[config.mk]
export PLATFORM = sky130hd
export DESIGN_NAME = radio_ctl_seq
export DESIGN_NICKNAME = d
export VERILOG_FILES = /design/src/rtl/radio_seq_pkg.sv /design/src/rtl/rs_strobe_arb.sv /design/src/rtl/rs_boost_timer.sv /design/src/rtl/rs_status_enc.sv /design/src/rtl/rs_state_core.sv /design/src/rtl/radio_ctl_seq.sv
export SDC_FILE = /design/constraint.sdc
export NUM_CORES = 1
export LEC_CHECK = 0
export ABC_AREA = 1
export BUFFER_PORTS_ARGS = -buffer_cell sky130_fd_sc_hd__buf_2
export CAP_MARGIN = 20
export CORE_MARGIN = 2
export CORE_UTILIZATION = 45
export CTS_CLUSTER_DIAMETER = 120
export DETAILED_ROUTE_END_ITERATION = 10
export GPL_TIMING_DRIVEN = 0
export PLACE_DENSITY = 0.69
export SLEW_MARGIN = 20
export SYNTH_ARGS = -nofsm -noshare
export SYNTH_HDL_FRONTEND = slang
export SYNTH_HIERARCHICAL = 1
export SYNTH_SLANG_ARGS = --single-unit
[constraint.sdc]
create_clock -name clk -period 1.9 [get_ports clk]
set_input_delay 0.095 -clock clk [delete_from_list [all_inputs] [get_ports clk]]
set_output_delay 0.095 -clock clk [all_outputs]
set_load 0.01 [all_outputs]
[src/rtl/radio_seq_pkg.sv]
package radio_seq_pkg;

  // Readable state codes; the values are the externally visible encoding.
  typedef enum logic [7:0] {
    RS_IDLE    = 8'h01,
    RS_CAL     = 8'h08,
    RS_BOOST   = 8'h09,
    RS_SYNTH   = 8'h0A,
    RS_XMIT    = 8'h13,
    RS_STARVED = 8'h16
  } rs_state_e;

  // Arbitrated command, one per cycle.
  typedef enum logic [2:0] {
    CMD_NONE,
    CMD_RESET,
    CMD_IDLE,
    CMD_FLUSH,
    CMD_XMIT
  } rs_cmd_e;

  // Strobe vector bit positions; the lowest index has the highest priority.
  localparam int unsigned STB_RESET = 0;
  localparam int unsigned STB_IDLE  = 1;
  localparam int unsigned STB_FLUSH = 2;
  localparam int unsigned STB_XMIT  = 3;
  localparam int unsigned STB_COUNT = 4;

  localparam logic [1:0] AUTOCAL_ON_START = 2'b01;

  localparam logic [2:0] COARSE_IDLE    = 3'b000;
  localparam logic [2:0] COARSE_XMIT    = 3'b010;
  localparam logic [2:0] COARSE_CAL     = 3'b100;
  localparam logic [2:0] COARSE_SYNTH   = 3'b011;
  localparam logic [2:0] COARSE_STARVED = 3'b111;

endpackage

[src/rtl/rs_strobe_arb.sv]
module rs_strobe_arb
  import radio_seq_pkg::*;
(
  input  logic [STB_COUNT-1:0] strobes,
  output rs_cmd_e              cmd
);

  // Later assignments override earlier ones, so the lowest index wins.
  always_comb begin
    cmd = CMD_NONE;
    if (strobes[STB_XMIT])  cmd = CMD_XMIT;
    if (strobes[STB_FLUSH]) cmd = CMD_FLUSH;
    if (strobes[STB_IDLE])  cmd = CMD_IDLE;
    if (strobes[STB_RESET]) cmd = CMD_RESET;
  end

endmodule

[src/rtl/rs_boost_timer.sv]
module rs_boost_timer #(
  parameter int unsigned BOOST_CYCLES = 4
) (
  input  logic clk,
  input  logic rst,
  input  logic active,
  output logic expired
);

  localparam int unsigned CW = (BOOST_CYCLES > 1) ? $clog2(BOOST_CYCLES) : 1;
  localparam logic [CW-1:0] LAST = CW'(BOOST_CYCLES - 1);

  logic [CW-1:0] cnt_q;

  // Count only while the boost phase is active; restart from zero otherwise.
  always_ff @(posedge clk) begin
    if (rst || !active) cnt_q <= '0;
    else if (cnt_q != LAST) cnt_q <= cnt_q + 1'b1;
  end

  assign expired = active && (cnt_q == LAST);

  // The core must leave the boost phase once the timer reports expiry.
  AST_BOOST_LEAVES: assert property (@(posedge clk) disable iff (rst)
    expired |=> !active);

endmodule

[src/rtl/rs_status_enc.sv]
module rs_status_enc
  import radio_seq_pkg::*;
(
  input  logic      clk,
  input  logic      rst,
  input  rs_state_e state_d,
  output logic [2:0] coarse_q
);

  logic [2:0] coarse_d;

  // Map the next state so the coarse code lines up with the state register.
  always_comb begin
    unique case (state_d)
      RS_CAL, RS_BOOST: coarse_d = COARSE_CAL;
      RS_SYNTH:         coarse_d = COARSE_SYNTH;
      RS_XMIT:          coarse_d = COARSE_XMIT;
      RS_STARVED:       coarse_d = COARSE_STARVED;
      default:          coarse_d = COARSE_IDLE;
    endcase
  end

  always_ff @(posedge clk) begin
    if (rst) coarse_q <= COARSE_IDLE;
    else     coarse_q <= coarse_d;
  end

endmodule

[src/rtl/rs_state_core.sv]
module rs_state_core
  import radio_seq_pkg::*;
(
  input  logic       clk,
  input  logic       rst,
  input  rs_cmd_e    cmd,
  input  logic       cal_done,
  input  logic       lock_det,
  input  logic       fifo_empty,
  input  logic [1:0] autocal_mode,
  input  logic       boost_expired,
  output rs_state_e  state_q,
  output rs_state_e  state_d,
  output logic       flush_q
);

  logic flush_d;
  logic flush_ok;
  logic past_ok;

  assign flush_ok = (cmd == CMD_FLUSH) &&
                    ((state_q == RS_IDLE) || (state_q == RS_STARVED));

  always_comb begin
    state_d = state_q;
    flush_d = 1'b0;
    if (cmd == CMD_RESET || cmd == CMD_IDLE) begin
      state_d = RS_IDLE;
    end else if (flush_ok) begin
      state_d = RS_IDLE;
      flush_d = 1'b1;
    end else begin
      // A flush outside idle/underflow falls through here unchanged.
      case (state_q)
        RS_IDLE:
          if (cmd == CMD_XMIT)
            state_d = (autocal_mode == AUTOCAL_ON_START) ? RS_CAL : RS_SYNTH;
        RS_CAL:     if (cal_done)      state_d = RS_BOOST;
        RS_BOOST:   if (boost_expired) state_d = RS_SYNTH;
        RS_SYNTH:   if (lock_det)      state_d = RS_XMIT;
        RS_XMIT:    if (fifo_empty)    state_d = RS_STARVED;
        RS_STARVED: state_d = RS_STARVED;
        default:    state_d = RS_IDLE;
      endcase
    end
  end

  always_ff @(posedge clk) begin
    if (rst) begin
      state_q <= RS_IDLE;
      flush_q <= 1'b0;
      past_ok <= 1'b0;
    end else begin
      state_q <= state_d;
      flush_q <= flush_d;
      past_ok <= 1'b1;
    end
  end

  AST_STATE_LEGAL: assert property (@(posedge clk) disable iff (rst)
    past_ok |-> (state_q inside {RS_IDLE, RS_CAL, RS_BOOST, RS_SYNTH, RS_XMIT, RS_STARVED}));

  AST_BOOST_FROM_CAL: assert property (@(posedge clk) disable iff (rst)
    (past_ok && state_q == RS_BOOST && $past(state_q) != RS_BOOST) |-> $past(state_q) == RS_CAL);

  AST_XMIT_AFTER_LOCK: assert property (@(posedge clk) disable iff (rst)
    (past_ok && state_q == RS_XMIT && $past(state_q) != RS_XMIT)
      |-> ($past(state_q) == RS_SYNTH && $past(lock_det)));

  AST_STARVED_HOLD: assert property (@(posedge clk) disable iff (rst)
    (past_ok && $past(state_q) == RS_STARVED && ($past(cmd) == CMD_NONE || $past(cmd) == CMD_XMIT))
      |-> state_q == RS_STARVED);

  AST_FLUSH_GATED: assert property (@(posedge clk) disable iff (rst)
    (past_ok && flush_q)
      |-> (($past(state_q) == RS_IDLE || $past(state_q) == RS_STARVED) && state_q == RS_IDLE));

endmodule

[src/rtl/radio_ctl_seq.sv]
module radio_ctl_seq
  import radio_seq_pkg::*;
#(
  parameter int unsigned BOOST_CYCLES = 4
) (
  input  logic       clk,
  input  logic       rst,
  input  logic       strb_reset,
  input  logic       strb_idle,
  input  logic       strb_flush,
  input  logic       strb_xmit,
  input  logic       cal_done,
  input  logic       lock_det,
  input  logic       fifo_empty,
  input  logic [1:0] autocal_mode,
  output logic [7:0] state_code,
  output logic [2:0] status_state,
  output logic       fifo_flush
);

  logic [STB_COUNT-1:0] strobes;
  rs_cmd_e   cmd;
  rs_state_e state_q;
  rs_state_e state_d;
  logic      boost_expired;
  logic      boost_active;

  always_comb begin
    strobes            = '0;
    strobes[STB_RESET] = strb_reset;
    strobes[STB_IDLE]  = strb_idle;
    strobes[STB_FLUSH] = strb_flush;
    strobes[STB_XMIT]  = strb_xmit;
  end

  rs_strobe_arb u_arb (
    .strobes (strobes),
    .cmd     (cmd)
  );

  assign boost_active = (state_q == RS_BOOST);

  rs_boost_timer #(.BOOST_CYCLES(BOOST_CYCLES)) u_timer (
    .clk     (clk),
    .rst     (rst),
    .active  (boost_active),
    .expired (boost_expired)
  );

  rs_state_core u_core (
    .clk           (clk),
    .rst           (rst),
    .cmd           (cmd),
    .cal_done      (cal_done),
    .lock_det      (lock_det),
    .fifo_empty    (fifo_empty),
    .autocal_mode  (autocal_mode),
    .boost_expired (boost_expired),
    .state_q       (state_q),
    .state_d       (state_d),
    .flush_q       (fifo_flush)
  );

  rs_status_enc u_status (
    .clk      (clk),
    .rst      (rst),
    .state_d  (state_d),
    .coarse_q (status_state)
  );

  assign state_code = state_q;

  AST_RESET_STROBE_IDLE: assert property (@(posedge clk) disable iff (rst)
    strb_reset |=> state_code == 8'h01);

  AST_IDLE_STROBE_IDLE: assert property (@(posedge clk) disable iff (rst)
    strb_idle |=> (state_code == 8'h01 && !fifo_flush));

  AST_XMIT_OUTSIDE_IDLE: assert property (@(posedge clk) disable iff (rst)
    (strb_xmit && !strb_reset && !strb_idle && !strb_flush &&
     state_code == 8'h16) |=> state_code == 8'h16);

endmodule

## Word level (Yosys, flattened, before mapping)

Cells that the tools add are included.

| operators by class | value |
|---|---|
| eq/ne operators | 18 |
| add/subtract/negate cells | 1 |
| multiplexer cells | 15 |
| reductions and logical operators | 8 |

Operators by type and width:

| cell | count |
|---|---|
| 8-bit 2-to-1 mux | 7 |
| 8-bit by 4-bit equality test with 1-bit output, second input constant | 6 |
| 8-bit case mux with 6 select lines | 1 |
| 8-bit by 5-bit equality test with 1-bit output, second input constant | 4 |
| 3-bit 2-to-1 mux | 4 |
| 3-bit case mux with 4 select lines | 1 |
| 8-bit by 1-bit equality test with 1-bit output, second input constant | 1 |
| 3-bit by 2-bit equality test with 1-bit output, second input constant | 2 |
| 2-bit OR reduction | 2 |
| 3-bit by 1-bit equality test with 1-bit output, second input constant | 1 |
| 3-bit equality test, second input constant | 1 |
| 1-bit logical OR | 3 |
| 2-bit by 1-bit adder with 2-bit output, second input constant | 1 |
| 2-bit by 1-bit equality test with 1-bit output, second input constant | 1 |
| 2-bit equality test, second input constant | 1 |
| 1-bit logical AND | 2 |
| 2-bit 2-to-1 mux | 1 |
| 2-bit inequality test, second input constant | 1 |
| 1-bit logical NOT | 1 |
| 1-bit 2-to-1 mux | 1 |

| word-level totals | value |
|---|---|
| output and inout port bits | 12 |
| logic and storage cells | 46 |
| input bits | 11 |
| flip-flop bits (word level) | 14 |

## Depth between registers and ports, before layout

Gate-level depths: netlist (run 1).

| depth | value |
|---|---|
| depth after elaboration | 12 |
| depth in mapped cells | 18 |
| gate-level depth less buffers | 18 |

## Hierarchy

Netlist (run 1), hierarchy kept.

Modules (own cells, without submodules):

| module | sequential area each (sq um) | cells each | times used | area each (sq um) |
|---|---|---|---|---|
| rs_state_core | 180.2 | 115 | 1 | 711.9 |
| rs_status_enc | 60.1 | 32 | 1 | 176.4 |
| rs_boost_timer | 40.0 | 16 | 1 | 105.1 |
| rs_strobe_arb | 0.0 | 9 | 1 | 38.8 |
| radio_ctl_seq | 0.0 | 9 | 1 | 36.3 |

## Least setup slack after synthesis (run 1)

Ideal clock, no wire load.

| timing path | value |
|---|---|
| path kind | flip-flop to flip-flop |
| start | register u_core.state_q[0] |
| end | register u_status.coarse_q[1] |
| stages on the path, launching flop included | 18 |
| setup time | 0.114 ns |
| data required time | 1.786 ns |
| arrival | 1.563 ns |
| setup slack | 0.223 ns |
| path buffers | 0 |
| period minus slack after synthesis | 1.677 ns |
| path through | dfxtp_1 -> inv_1 -> nor2_1 -> nand2_1 -> nor2_2 -> nand2_1 -> inv_1 -> nand4_1 -> nand2_1 -> nor2_1 -> nor2_1 -> inv_1 -> nand2_1 -> nor2_1 -> nand2_1 -> nand2_1 -> nand2_1 -> nand2_1 |

| on the way | value |
|---|---|
| word-level cells in the longest chain between the ends | 9 |
| elaborated cells on any way between the ends | 24 |
| those cells by class | eq/ne: 11; mux: 9; reduce/logical: 4 |

Ends and longest elaborated chain:

| what | line | RTL |
|---|---|---|
| from (decl) | rs_state_core.sv:12 | `output rs_state_e state_q,` |
| from (signal assigned) | rs_state_core.sv:54 | `state_q <= state_d;` |
| 8-bit by 4-bit equality test with 1-bit output * | radio_ctl_seq.sv:41 | `assign boost_active = (state_q == RS_BOOST);` |
| via boost_active | radio_ctl_seq.sv:26 | `logic boost_active;` |
| 1-bit logical AND * | rs_boost_timer.sv:21 | `assign expired = active && (cnt_q == LAST);` |
| via boost_expired | radio_ctl_seq.sv:25 | `logic boost_expired;` |
| 8-bit 2-to-1 mux * | rs_state_core.sv:39 | `RS_BOOST: if (boost_expired) state_d = RS_SYNTH;` |
| 8-bit case mux with 6 select lines * | rs_state_core.sv:34 | `case (state_q)` |
| 8-bit 2-to-1 mux * | rs_state_core.sv:29 | `end else if (flush_ok) begin` |
| 8-bit 2-to-1 mux * | rs_state_core.sv:27 | `if (cmd == CMD_RESET \|\| cmd == CMD_IDLE) begin` |
| via state_d[3] | radio_ctl_seq.sv:24 | `rs_state_e state_d;` |
| 8-bit by 4-bit equality test with 1-bit output | rs_status_enc.sv:14 | `unique case (state_d)` |
| 2-bit OR reduction | rs_status_enc.sv:14 |  |
| 3-bit case mux with 4 select lines * | rs_status_enc.sv:14 |  |
| to (signal assigned) | rs_status_enc.sv:25 | `else coarse_q <= coarse_d;` |
| to (decl) | rs_status_enc.sv:7 | `output logic [2:0] coarse_q` |

Mark *: on every way through the listed nets, which the timed path passes. The rest lies on a longest branch.
A chain may end at the register's enable or synchronous reset.

## Worst setup path in the final report (run 1)

| timing path | value |
|---|---|
| start | register u_core.state_q[3] |
| end | register u_status.coarse_q[1] |

| on the way | value |
|---|---|
| word-level cells in the longest chain between the ends | 9 |
| elaborated cells on any way between the ends | 24 |
| those cells by class | eq/ne: 11; mux: 9; reduce/logical: 4 |

Ends and longest elaborated chain:

| what | line |
|---|---|
| 8-bit by 4-bit equality test with 1-bit output | rs_state_core.sv:34, radio_ctl_seq.sv:41 |
| 1-bit logical AND | rs_boost_timer.sv:21 |
| 8-bit 2-to-1 mux | rs_state_core.sv:39 |
| 8-bit case mux with 6 select lines | rs_state_core.sv:34 |
| 8-bit 2-to-1 mux * | rs_state_core.sv:29 |
| 8-bit 2-to-1 mux * | rs_state_core.sv:27 |
| via state_d[3] | radio_ctl_seq.sv:24 |
| 8-bit by 4-bit equality test with 1-bit output | rs_status_enc.sv:14 |
| 2-bit OR reduction | rs_status_enc.sv:14 |
| 3-bit case mux with 4 select lines * | rs_status_enc.sv:14 |

Marks and branches as above.

==> results of run 1 <==
-- power breakdown --
part	switching [W]	total, W	internal [W]
clock	0.0000892	0.000205	0.000116
sequential	0.00000320	0.000296	0.000293
combinational	0.0000551	0.0000874	0.0000324
total	0.000147	0.000589	0.000442
-- registers in the layout (all words and copies together), names as in the netlist --
name / cells
u_core/state_q: 8
u_status/coarse_q: 3
u_timer/cnt_q: 2
u_core/flush_q: 1
-- layout make-up --
cell class | count | area [µm²]
buffer | 3 | 22.5
clock buffer | 4 | 36.3
fill | 226 | 857
inverter | 37 | 141
multi-input combinational | 132 | 673
sequential | 14 | 293
tap | 28 | 35.0
timing repair buffer | 29 | 175
-- worst max-delay path, delay by kind of cell (launching register included) --
family | cells | cell delay, ns
buffers and inverters | 2 | 0.14
flip-flops | 1 | 0.36
AND/OR/NAND/NOR | 12 | 1.12
AO/OA/AOI/OAI | 1 | 0.08
-- how the worst min path moves through the flow --
stage,from,endpoint,slack [ns],depth (start not counted)
floorplan,rst,u_core/state_q[1],0.16,1
global placement,rst,u_core/state_q[1],0.42,2
detailed placement,rst,u_core/state_q[1],0.42,2
CTS,rst,u_core/state_q[1],0.12,2
global route,rst,u_core/state_q[1],0.12,2
finish,rst,u_core/state_q[1],0.12,2
-- placed cells by master, fill, tap and decap left out, types with 2 or more instances in the layout --
cell	count
a21oi_1	2
inv_1	25
clkbuf_4	3
nor2_4	4
nand2_4	2
buf_4	9
buf_2	22
nor2_1	26
inv_2	11
dfxtp_4	3
conb_1	6
dfxtp_1	10
nor3_2	2
nand3_1	6
nand4_1	2
nor3_1	2
nor2_2	13
nand2_1	48
nand3_2	4
nand2_2	10
-- stage by stage --
stage                     total power, W  setup WS (ns)  TNS [ns]
after CTS                       0.000600         0.0309         0
final                           0.000589          0.154         0
after detailed placement        0.000390         0.0107         0
after global routing            0.000627        -0.0357   -0.0594
after floorplan                 0.000363          0.223         0
after global placement          0.000387         0.0551         0
-- metal layers --
layer,vias to the layer above,wire (µm)
met5,-,0
met4,0,0
met3,0,45
met2,11,1080
met1,453,1020
li1,601,-
-- cells by family (layout without fill, tap and decap cells) --
kind of cell / after synthesis / in the layout / synth area share, %
simple gates: 119 / 119 / 53.7
compound gates: 6 / 6 / 3.40
buf+inv: 40 / 73 / 15.1
other cells: 1 / 6 / 0.351
flops: 14 / 14 / 26.2
fa+ha+maj: 1 / 1 / 1.17
-- timing repair --
item / CTS / global route
gates resized for setup: 1 / 18
pin swaps: 0 / 6
endpoints found under the setup margin: 2 / 3
buffers inserted: 0 / 7
endpoints found under the hold margin: 0 / 0
==> qor.yml, run 1 <==
worst_setup_path:
  r2r_slack_ns: 0.15
  r2r-start: "u_core/state_q[3]"
  cp_slowest_cell: "dfxtp_4"
  cp_cell_sequence: "buf_12, inv_2, nor2_2, nand2_1, nor2_4, nand2_1, o21ai_0, nor2_1, nor2_2, nand2_1, nor2_1, nand2_1, nand2_1, nand2_1, nand2_1"
  critPathMaxStageDelay_ns: 0.36
  path_class: "flop to flop"
  cp.required_ns: 2.12
  timing.rr.end: "u_status/coarse_q[1]"
  reg2regPathDepth: 15
  cp-start-kind: "flop"
  end_kind: "flop"
  endpoint: "u_status/coarse_q[1]"
  path_common_cell: "nand2_1"
  crit_fanout: 4
  cp.arrival_ns: 1.97
  crit_path_start: "u_core/state_q[3]"
pwr:
  irDropWorstVdd_mv: 0.288
  p_leak_nw: 0.767
  power.density_nw_per_um2: 428
die:
  fp.dieW_um: 52.7
  dieArea_um2: 2780
  die_h_um: 52.7
  initial_core_util_pct: 47.8
  io-pin-count: 23
  core_um2: 2230
  num_rows: 17
synthesis:
  synthFlopType: "dfxtp_1"
  yosysTopAreaCell: "dfxtp_1"
  yosys-top-cells-count: "nand2_1, nor2_1, inv_1"
  yosys-top-cells-area: "dfxtp_1, nand2_1, nor2_1"
  syn_area_um2: 1070
  synthCells: 181
  synth.avg_cell_area_um2: 5.90
  yosys_warnings: 6
  ys_ff_latch: 14
  seq_area_frac_synth_pct: 26.2
  synthDistinctLibCells: 22
  synth_edf_count: 0
  synth_top_area_share_pct: 26.2
  synth_most_common_cell: "nand2_1"
  async_flop_share_pct: 0
clock_tree:
  clkTransAtPathRegs_ns: 0.08
  cts_sinks: 14
  clockBufferDepth: 2
  cts_tree: "done"
  htreeDepth: 1
  clock_latency_ns: 0.27
  cts_root_buf: "clkbuf_4"
  cts_made_buffers: 3
  cts_hold_buf: 0
finish:
  num-nets-final: 232
  drive_gt1_share_pct: 40.2
  design_area_um2: 1380
  syn_to_final_growth_pct: 28.8
  postLayoutCoreUtil_pct: 61.6
  fin_cells: 247
  diodes: 0
grt:
  antenna_found_initial: 0
  overflow: 0
  grt_start_max_net_pins: 11
  grt_use_met2_pct: 30.0
  track_usage_pct: 17.4
  grt_pass1_vias: 929
  busiest_layer: "met2"
  grt_first_pass_wirelength_um: 3570
  globalRouteMet1Util_pct: 21.2
  met3_usage_pct: 3.43
routing:
  antenna_left: 0
  totalWireLength_um: 2150
  drt_iter0_markers: 21
  drc: 0
  dr.pass1.iters: 4
  vias: 1065
  viasPerCell: 4.31
  avgRoutedWirePerCell_um: 8.71
timing:
  grt_setup_unrepaired: "yes"
  slew_viol_final: 0
  fin_crit_ns: 1.75
  hold_viol_final: 0
  final-setup-viol-count: 0
  hold_slack_ns: 0.122
  fin_worst_skew_ns: 0.00128
  max_freq_mhz: 573
  finalCritPeriodShare_pct: 91.9
outcome:
  status: "finished, final reports clean"
placed_design:
  dpl.cell_count: 236
  gp_congestion: 0.836
  placed_cell_area_um2: 1230
  port_buffers: 22
  hpwl_um: 1770
min_path:
  hp-class: "input pin to flop"
job:
  drv_cap: 0
No activity file was read; power rests on OpenSTA's default activity.
==> run 2, diff against run 1 <==
- PLACE_DENSITY: 0.69 -> 0.72
- SYNTH_HIERARCHICAL: 1 -> unset
==> qor.yml, run 2 <==
outcome:
  status: "finished, final reports clean"  # unchanged
finish:
  top_regs: "u_core.state_q (8), u_status.coarse_q (3), u_timer.cnt_q (2)"  # was u_core/state_q (8), u_status/coarse_q (3), u_timer/cnt_q (2)
  drive_gt1_share_pct: 37.3  # was 40.2%
  num-nets-final: 155  # was 232
  final_cell_mix: "buf_2, nand2_1, nor2_1"  # was nand2_1, nor2_1, inv_1
  regMostFlops: "u_core.state_q"  # was u_core/state_q
  largest_register_ffs: 8  # unchanged
  syn_to_final_growth_pct: 22.9  # was 28.8%
  diodes: 0  # unchanged
  layout_commonest_cell: "buf_2"  # was nand2_1
  fin_cells: 167  # was 247
  design_area_um2: 995  # was 1380 µm²
synthesis:
  seq_area_frac_synth_pct: 34.6  # was 26.2%
  yosys-top-cells-count: "nand2_1, nor2_1, dfxtp_1"  # was nand2_1, nor2_1, inv_1
  yosysTopAreaCell: "dfxtp_1"  # unchanged
  synthDistinctLibCells: 24  # was 22
  yosys_warnings: 0  # was 6
  synth_most_common_cell: "nand2_1"  # unchanged
  syn_area_um2: 810  # was 1070 µm²
  synth_top_area_share_pct: 34.6  # was 26.2%
  async_flop_share_pct: 0  # unchanged
  ys_ff_latch: 14  # unchanged
  yosys-top-cells-area: "dfxtp_1, nand2_1, nor2_1"  # unchanged
  synthFlopType: "dfxtp_1"  # unchanged
  synthCells: 114  # was 181
  synth.avg_cell_area_um2: 7.10  # was 5.90 µm²
  synth_edf_count: 0  # unchanged
worst_setup_path:
  reg2regPathDepth: 9  # was 15
  end_kind: "flop"  # unchanged
  r2r-start: "u_core.state_q[2]"  # was u_core/state_q[3]
  cp-start-kind: "flop"  # unchanged
  cp.required_ns: 2.12  # about the same
  crit_fanout: 5  # was 4
  crit_path_start: "u_core.state_q[2]"  # was u_core/state_q[3]
  cp.arrival_ns: 1.63  # was 1.97 ns
  path_class: "flop to flop"  # unchanged
clock_tree:
  cts_sinks: 14  # unchanged
  htreeDepth: 1  # unchanged
  cts-resized-gates: 0  # was 1
  clkTransAtPathRegs_ns: 0.09  # was 0.08 ns
  cts_hold_buf: 0  # unchanged
  cts_made_buffers: 3  # unchanged
  post_cts_buffers: 0  # unchanged
  clockBufferDepth: 2  # unchanged
  cts_tree: "done"  # unchanged
  clock_latency_ns: 0.28  # was 0.27 ns
  cts_root_buf: "clkbuf_4"  # unchanged
die:
  io-pin-count: 23  # unchanged
  fp.dieW_um: 46.4  # was 52.7 µm
  die_h_um: 46.4  # was 52.7 µm
  dieArea_um2: 2150  # was 2780 µm²
  core_um2: 1710  # was 2230 µm²
  initial_core_util_pct: 47.4  # was 47.8%
  num_rows: 15  # was 17
pwr:
  seqPwrFrac_pct: 53.3  # was 50.3%
  p_leak_nw: 0.546  # was 0.767 nW
  irDropWorstVdd_mv: 0.440  # was 0.288 mV
  pwr-share-clk_pct: 37.7  # was 34.9%
  power.switching_w: 0.000129  # was 0.000147 W
  p_int_w: 0.000433  # was 0.000442 W
  swShare_pct: 23.0  # was 25.0%
  p_comb_share_pct: 9.0  # was 14.8%
  power.density_nw_per_um2: 565  # was 428 nW/µm²
routing:
  avgRoutedWirePerCell_um: 10.0  # was 8.71 µm
  drt_iter0_markers: 14  # was 21
  vias: 792  # was 1,065
  dr.pass1.iters: 4  # unchanged
  drc: 0  # unchanged
  totalWireLength_um: 1680  # was 2150 µm
  viasPerCell: 4.74  # was 4.31
  antenna_left: 0  # unchanged
placed_design:
  pre_cts_slack_ns: 0.517  # was 0.0107 ns
  dpl.cell_count: 163  # was 236
  gp_congestion: 0.887  # was 0.836
  hpwl_um: 1410  # was 1770 µm
  placed_cell_area_um2: 958  # was 1230 µm²
  port_buffers: 22  # unchanged
timing:
  max_freq_mhz: 706  # was 573 MHz
  final-setup-viol-count: 0  # unchanged
  tns_ns: 0  # unchanged
  slew_viol_final: 0  # unchanged
  fin_ws_ns: 0.485  # was 0.154 ns
  grt_setup_unrepaired: "no"  # was yes
  fin_worst_skew_ns: 0.00782  # was 0.00128 ns
  finalCritPeriodShare_pct: 74.5  # was 91.9%
  hold_viol_final: 0  # unchanged
  hold_slack_ns: 0.0325  # was 0.122 ns
  fin_crit_ns: 1.42  # was 1.75 ns
grt:
  grt_start_max_net_pins: 11  # unchanged
  track_usage_pct: 18.3  # was 17.4%
  antenna_found_initial: 0  # unchanged
  overflow: 0  # unchanged
  grt_first_pass_wirelength_um: 2770  # was 3570 µm
  grt_pass1_vias: 707  # was 929
min_path:
  whs_path_depth: 3  # was 2
  min_from: "rst"  # unchanged
  hp-class: "input pin to flop"  # unchanged
job:
  drv_cap: 0  # unchanged
[run 2: changes by cell type in the layout (fill, tap and decap cells not counted), sizes merged, moves of 3 or more]
cell / previous run / this run
nor2: 43 / 23
buf: 32 / 22
inv: 37 / 17
nand2: 60 / 30
conb: 6 / 3
[run 2: area by class of cell]
cell class              count  area, µm²
flip-flops and latches     14        280
well taps                  25       31.3
clock buffers               4       36.3
inverters                  17       63.8
plain buffers               1       3.75
fillers                   165        713
repair buffers             22        110
multi-input cells          84        469
[run 2: power by group through the flow]
stage	combinational, W	sequential [W]	clock [W]
global route	0.0000565	0.000300	0.000228
CTS	0.0000508	0.000300	0.000213
finish	0.0000506	0.000300	0.000212
floorplan	0.0000302	0.000308	0
detailed placement	0.0000507	0.000307	0
global placement	0.0000497	0.000306	0
[run 2: per-stage QoR]
| stage | power [W] | utilization (%) |
|---|---|---|
| 2_1_floorplan | 0.000339 | - |
| 3_3_place_gp | 0.000356 | 56.1 |
| 3_5_place_dp | 0.000357 | 56.1 |
| 4_1_cts | 0.000564 | 58.2 |
| 5_1_grt | 0.000585 | 58.2 |
| 6_report | 0.000562 | 58.2 |
[run 2: critical path, stage by stage (launching register included)]
cell,delay [ns]
dfxtp_1,0.37
inv_2,0.08
nand2_2,0.07
nor2_1,0.21
nand2_1,0.12
nand3_2,0.09
nor2_2,0.05
nor2_4,0.13
nand2_1,0.10
a21oi_2,0.14
[run 2: kinds of logic after synthesis]
logic type / after synthesis / share of synthesized area [%]
AOI/OAI and AO/OA: 6 / 4.33
xor gates and xnor gates: 1 / 1.08
adders and majority gates: 1 / 1.55
buffers and inverters: 18 / 8.35
DFF: 14 / 34.6
muxes: 1 / 1.24
other: 1 / 0.463
and+or+nand+nor: 72 / 48.4
[run 2: metal layers]
| metal | share of wire, % | GRT usage [%] | vias up |
|---|---|---|---|
| li1 | - | - | 410 |
| met1 | 43 | 23.0 | 353 |
| met2 | 50 | 30.6 | 24 |
| met3 | 4.0 | 3.53 | 5 |
| met4 | 2.2 | 6.86 | 0 |
| met5 | 0 | 0 | - |
[run 2: worst paths after layout]
| check | endpoint | slack (ns) |
|---|---|---|
| setup / recovery | u_status.coarse_q[2] | 0.48 |
| hold reg to reg | u_timer.cnt_q[1] | 0.54 |
| setup reg to reg | u_status.coarse_q[2] | 0.48 |
| hold / removal | u_core.state_q[0] | 0.03 |
==> run 3, diff against run 2 <==
- clock period: 1.9 -> 1.4 ns (I/O delays scaled with it)
==> qor.yml, run 3 (synthesized netlist as in run 2, its figures left out) <==
outcome:
  status: "finished, final reports clean"  # unchanged
die:
  initial_core_util_pct: 47.4  # unchanged
  die_h_um: 46.4  # unchanged
  fp.dieW_um: 46.4  # unchanged
  num_rows: 15  # unchanged
  dieArea_um2: 2150  # unchanged
  io-pin-count: 23  # unchanged
  core_um2: 1710  # unchanged
worst_setup_path:
  cp.arrival_ns: 1.55  # was 1.63 ns
  timing.rr.end: "u_status.coarse_q[0]"  # was u_status.coarse_q[2]
  cp_slowest_cell: "dfxtp_2"  # was dfxtp_1
  end_kind: "flop"  # unchanged
  crit_path_start: "u_core.state_q[0]"  # was u_core.state_q[2]
  critPathMaxStageDelay_ns: 0.36  # was 0.37 ns
  reg2regPathDepth: 8  # was 9
  r2r-start: "u_core.state_q[0]"  # was u_core.state_q[2]
  path_common_cell: "o21ai_0"  # was nand2_1
  crit_fanout: 5  # unchanged
  r2r_slack_ns: 0.005  # was 0.48 ns
  cp.required_ns: 1.56  # was 2.12 ns
  cp_top_family: "simple AND/OR/NAND/NOR gates"  # unchanged
  path_class: "flop to flop"  # unchanged
  cp-start-kind: "flop"  # unchanged
  cp_cell_sequence: "inv_2, nand2_2, nor2_4, nand2_4, o21ai_0, o21ai_0, nand4_1, nor2_1"  # was inv_2, nand2_2, nor2_1, nand2_1, nand3_2, nor2_2, nor2_4, nand2_1, a21oi_2
  cp.buffers_inverters: 1  # unchanged
timing:
  finalCritPeriodShare_pct: 99.7  # was 74.5%
  tns_ns: 0  # unchanged
  slew_viol_final: 0  # unchanged
  final-setup-viol-count: 0  # unchanged
  max_freq_mhz: 717  # was 706 MHz
  fin_worst_skew_ns: 0.00743  # was 0.00782 ns
  fin_crit_ns: 1.40  # was 1.42 ns
  hold_viol_final: 0  # unchanged
  grt_setup_unrepaired: "yes"  # was no
finish:
  largest_register_ffs: 8  # unchanged
  register_area_um2: 290  # was 280 µm²
  top_regs: "u_core.state_q (8), u_status.coarse_q (3), u_timer.cnt_q (2)"  # unchanged
  layout_commonest_cell: "buf_2"  # unchanged
  syn_to_final_growth_pct: 42.8  # was 22.9%
  regMostFlops: "u_core.state_q"  # unchanged
  final_cell_mix: "buf_2, nand2_1, nor2_1"  # unchanged
  num-nets-final: 161  # was 155
  diodes: 0  # unchanged
  fill_cells: 145  # was 165
  multi_input_area_um2: 571  # was 469 µm²
  drive_gt1_share_pct: 54.1  # was 37.3%
  fin_cells: 173  # was 167
pwr:
  irDropWorstVdd_mv: 0.604  # was 0.440 mV
  p_leak_nw: 0.630  # was 0.546 nW
  power.density_nw_per_um2: 674  # was 565 nW/µm²
grt:
  antenna_found_initial: 0  # unchanged
  grt_start_max_net_pins: 11  # unchanged
  grt_first_pass_wirelength_um: 2770  # unchanged
  overflow: 0  # unchanged
  grt_pass1_vias: 707  # unchanged
  track_usage_pct: 18.3  # unchanged
clock_tree:
  htreeDepth: 1  # unchanged
  cts_sinks: 14  # unchanged
  clkTransAtPathRegs_ns: 0.08  # was 0.09 ns
  cts_made_buffers: 3  # unchanged
  clock_latency_ns: 0.28  # about the same
  cts_root_buf: "clkbuf_4"  # unchanged
  cts_tree: "done"  # unchanged
  clockBufferDepth: 2  # unchanged
placed_design:
  hpwl_um: 1410  # unchanged
  gp_congestion: 0.887  # unchanged
  dpl.cell_count: 163  # unchanged
  port_buffers: 22  # unchanged
routing:
  totalWireLength_um: 2120  # was 1680 µm
  viasPerCell: 4.86  # was 4.74
  drc: 0  # unchanged
  vias: 841  # was 792
  antenna_left: 0  # unchanged
  drt_iter0_markers: 25  # was 14
  dr.pass1.iters: 4  # unchanged
  avgRoutedWirePerCell_um: 12.2  # was 10.0 µm
job:
  drv_cap: 0  # unchanged
min_path:
  min_from: "rst"  # unchanged
  min_to: "u_core.state_q[0]"  # unchanged
  whs_path_depth: 3  # unchanged
  hp-class: "input pin to flop"  # unchanged
==> run 3: cell types whose count changed in the layout (fill, tap and decap cells not counted), moves of 4 or more <==
cell,previous run,this run
nand2_1,20,15
nand2_4,2,8
nor2_4,2,7
dfxtp_1,14,6
buf_4,0,4
dfxtp_2,0,8
nor2_1,16,12
==> run 3: worst register-to-register path: cells and delay by family, from the launching register on <==
| family | cells | cell delay [ns] |
|---|---|---|
| AOI/OAI and AO/OA | 2 | 0.33 |
| and+or+nand+nor | 5 | 0.51 |
| buffers and inverters | 1 | 0.08 |
| DFF | 1 | 0.36 |
==> run 3: metal layers <==
metal,routed length (µm),GRT usage (%),part of all wire [%]
met5,0,0,0
met4,35,6.86,1.7
met3,100,3.53,4.7
met2,1190,30.6,56
met1,795,23.0,38
==> run 3: repair_timing <==
action                     4_1_cts  5_1_grt
hold buffers                     0        0
resized for setup                1       31
setup endpoints to repair        2        7
setup buffers                    0        5
pin swaps                        0       16
cloned                           0        1
==> run 3: area by class of cell <==
class / instances / share of cell area, %
Inverter: 17 / 5.52
Multi-Input combinational cell: 85 / 49.4
Tap cell: 25 / 2.71
Clock buffer: 4 / 3.14
Timing Repair Buffer: 27 / 13.9
Buffer: 1 / 0.325
Sequential cell: 14 / 25.1
==> run 3: per-stage QoR <==
step,hold slack (ns),util (%),instance area [µm²],power (W),worst slack (ns)
after floorplan,0.187,-,817,0.000459,0.129
after global placement,0.308,56.1,958,0.000483,0.0781
after detailed placement,0.295,56.1,958,0.000485,0.0174
after CTS,0.00382,58.4,997,0.000765,0.0129
after global routing,0.0330,67.7,1160,0.000812,-0.0743
final,0.0187,67.7,1160,0.000779,0.00463
==> run 3: how the worst max path moves through the flow <==
| stage | to | slack [ns] | cells past startpoint |
|---|---|---|---|
| after floorplan | u_status.coarse_q[2] | 0.13 | 9 |
| after global placement | u_status.coarse_q[0] | 0.08 | 8 |
| after detailed placement | u_status.coarse_q[2] | 0.02 | 9 |
| after CTS | u_status.coarse_q[2] | 0.01 | 8 |
| after global routing | u_status.coarse_q[2] | -0.07 | 9 |
| final | u_status.coarse_q[0] | 0.005 | 8 |
==> run 3: report_power, final <==
group | switching [W] | leakage [nW] | internal (W)
combinational | 0.0000514 | 0.493 | 0.0000363
clock | 0.000125 | 0.0210 | 0.000158
sequential | 0.00000406 | 0.116 | 0.000404
total | 0.000181 | 0.630 | 0.000598
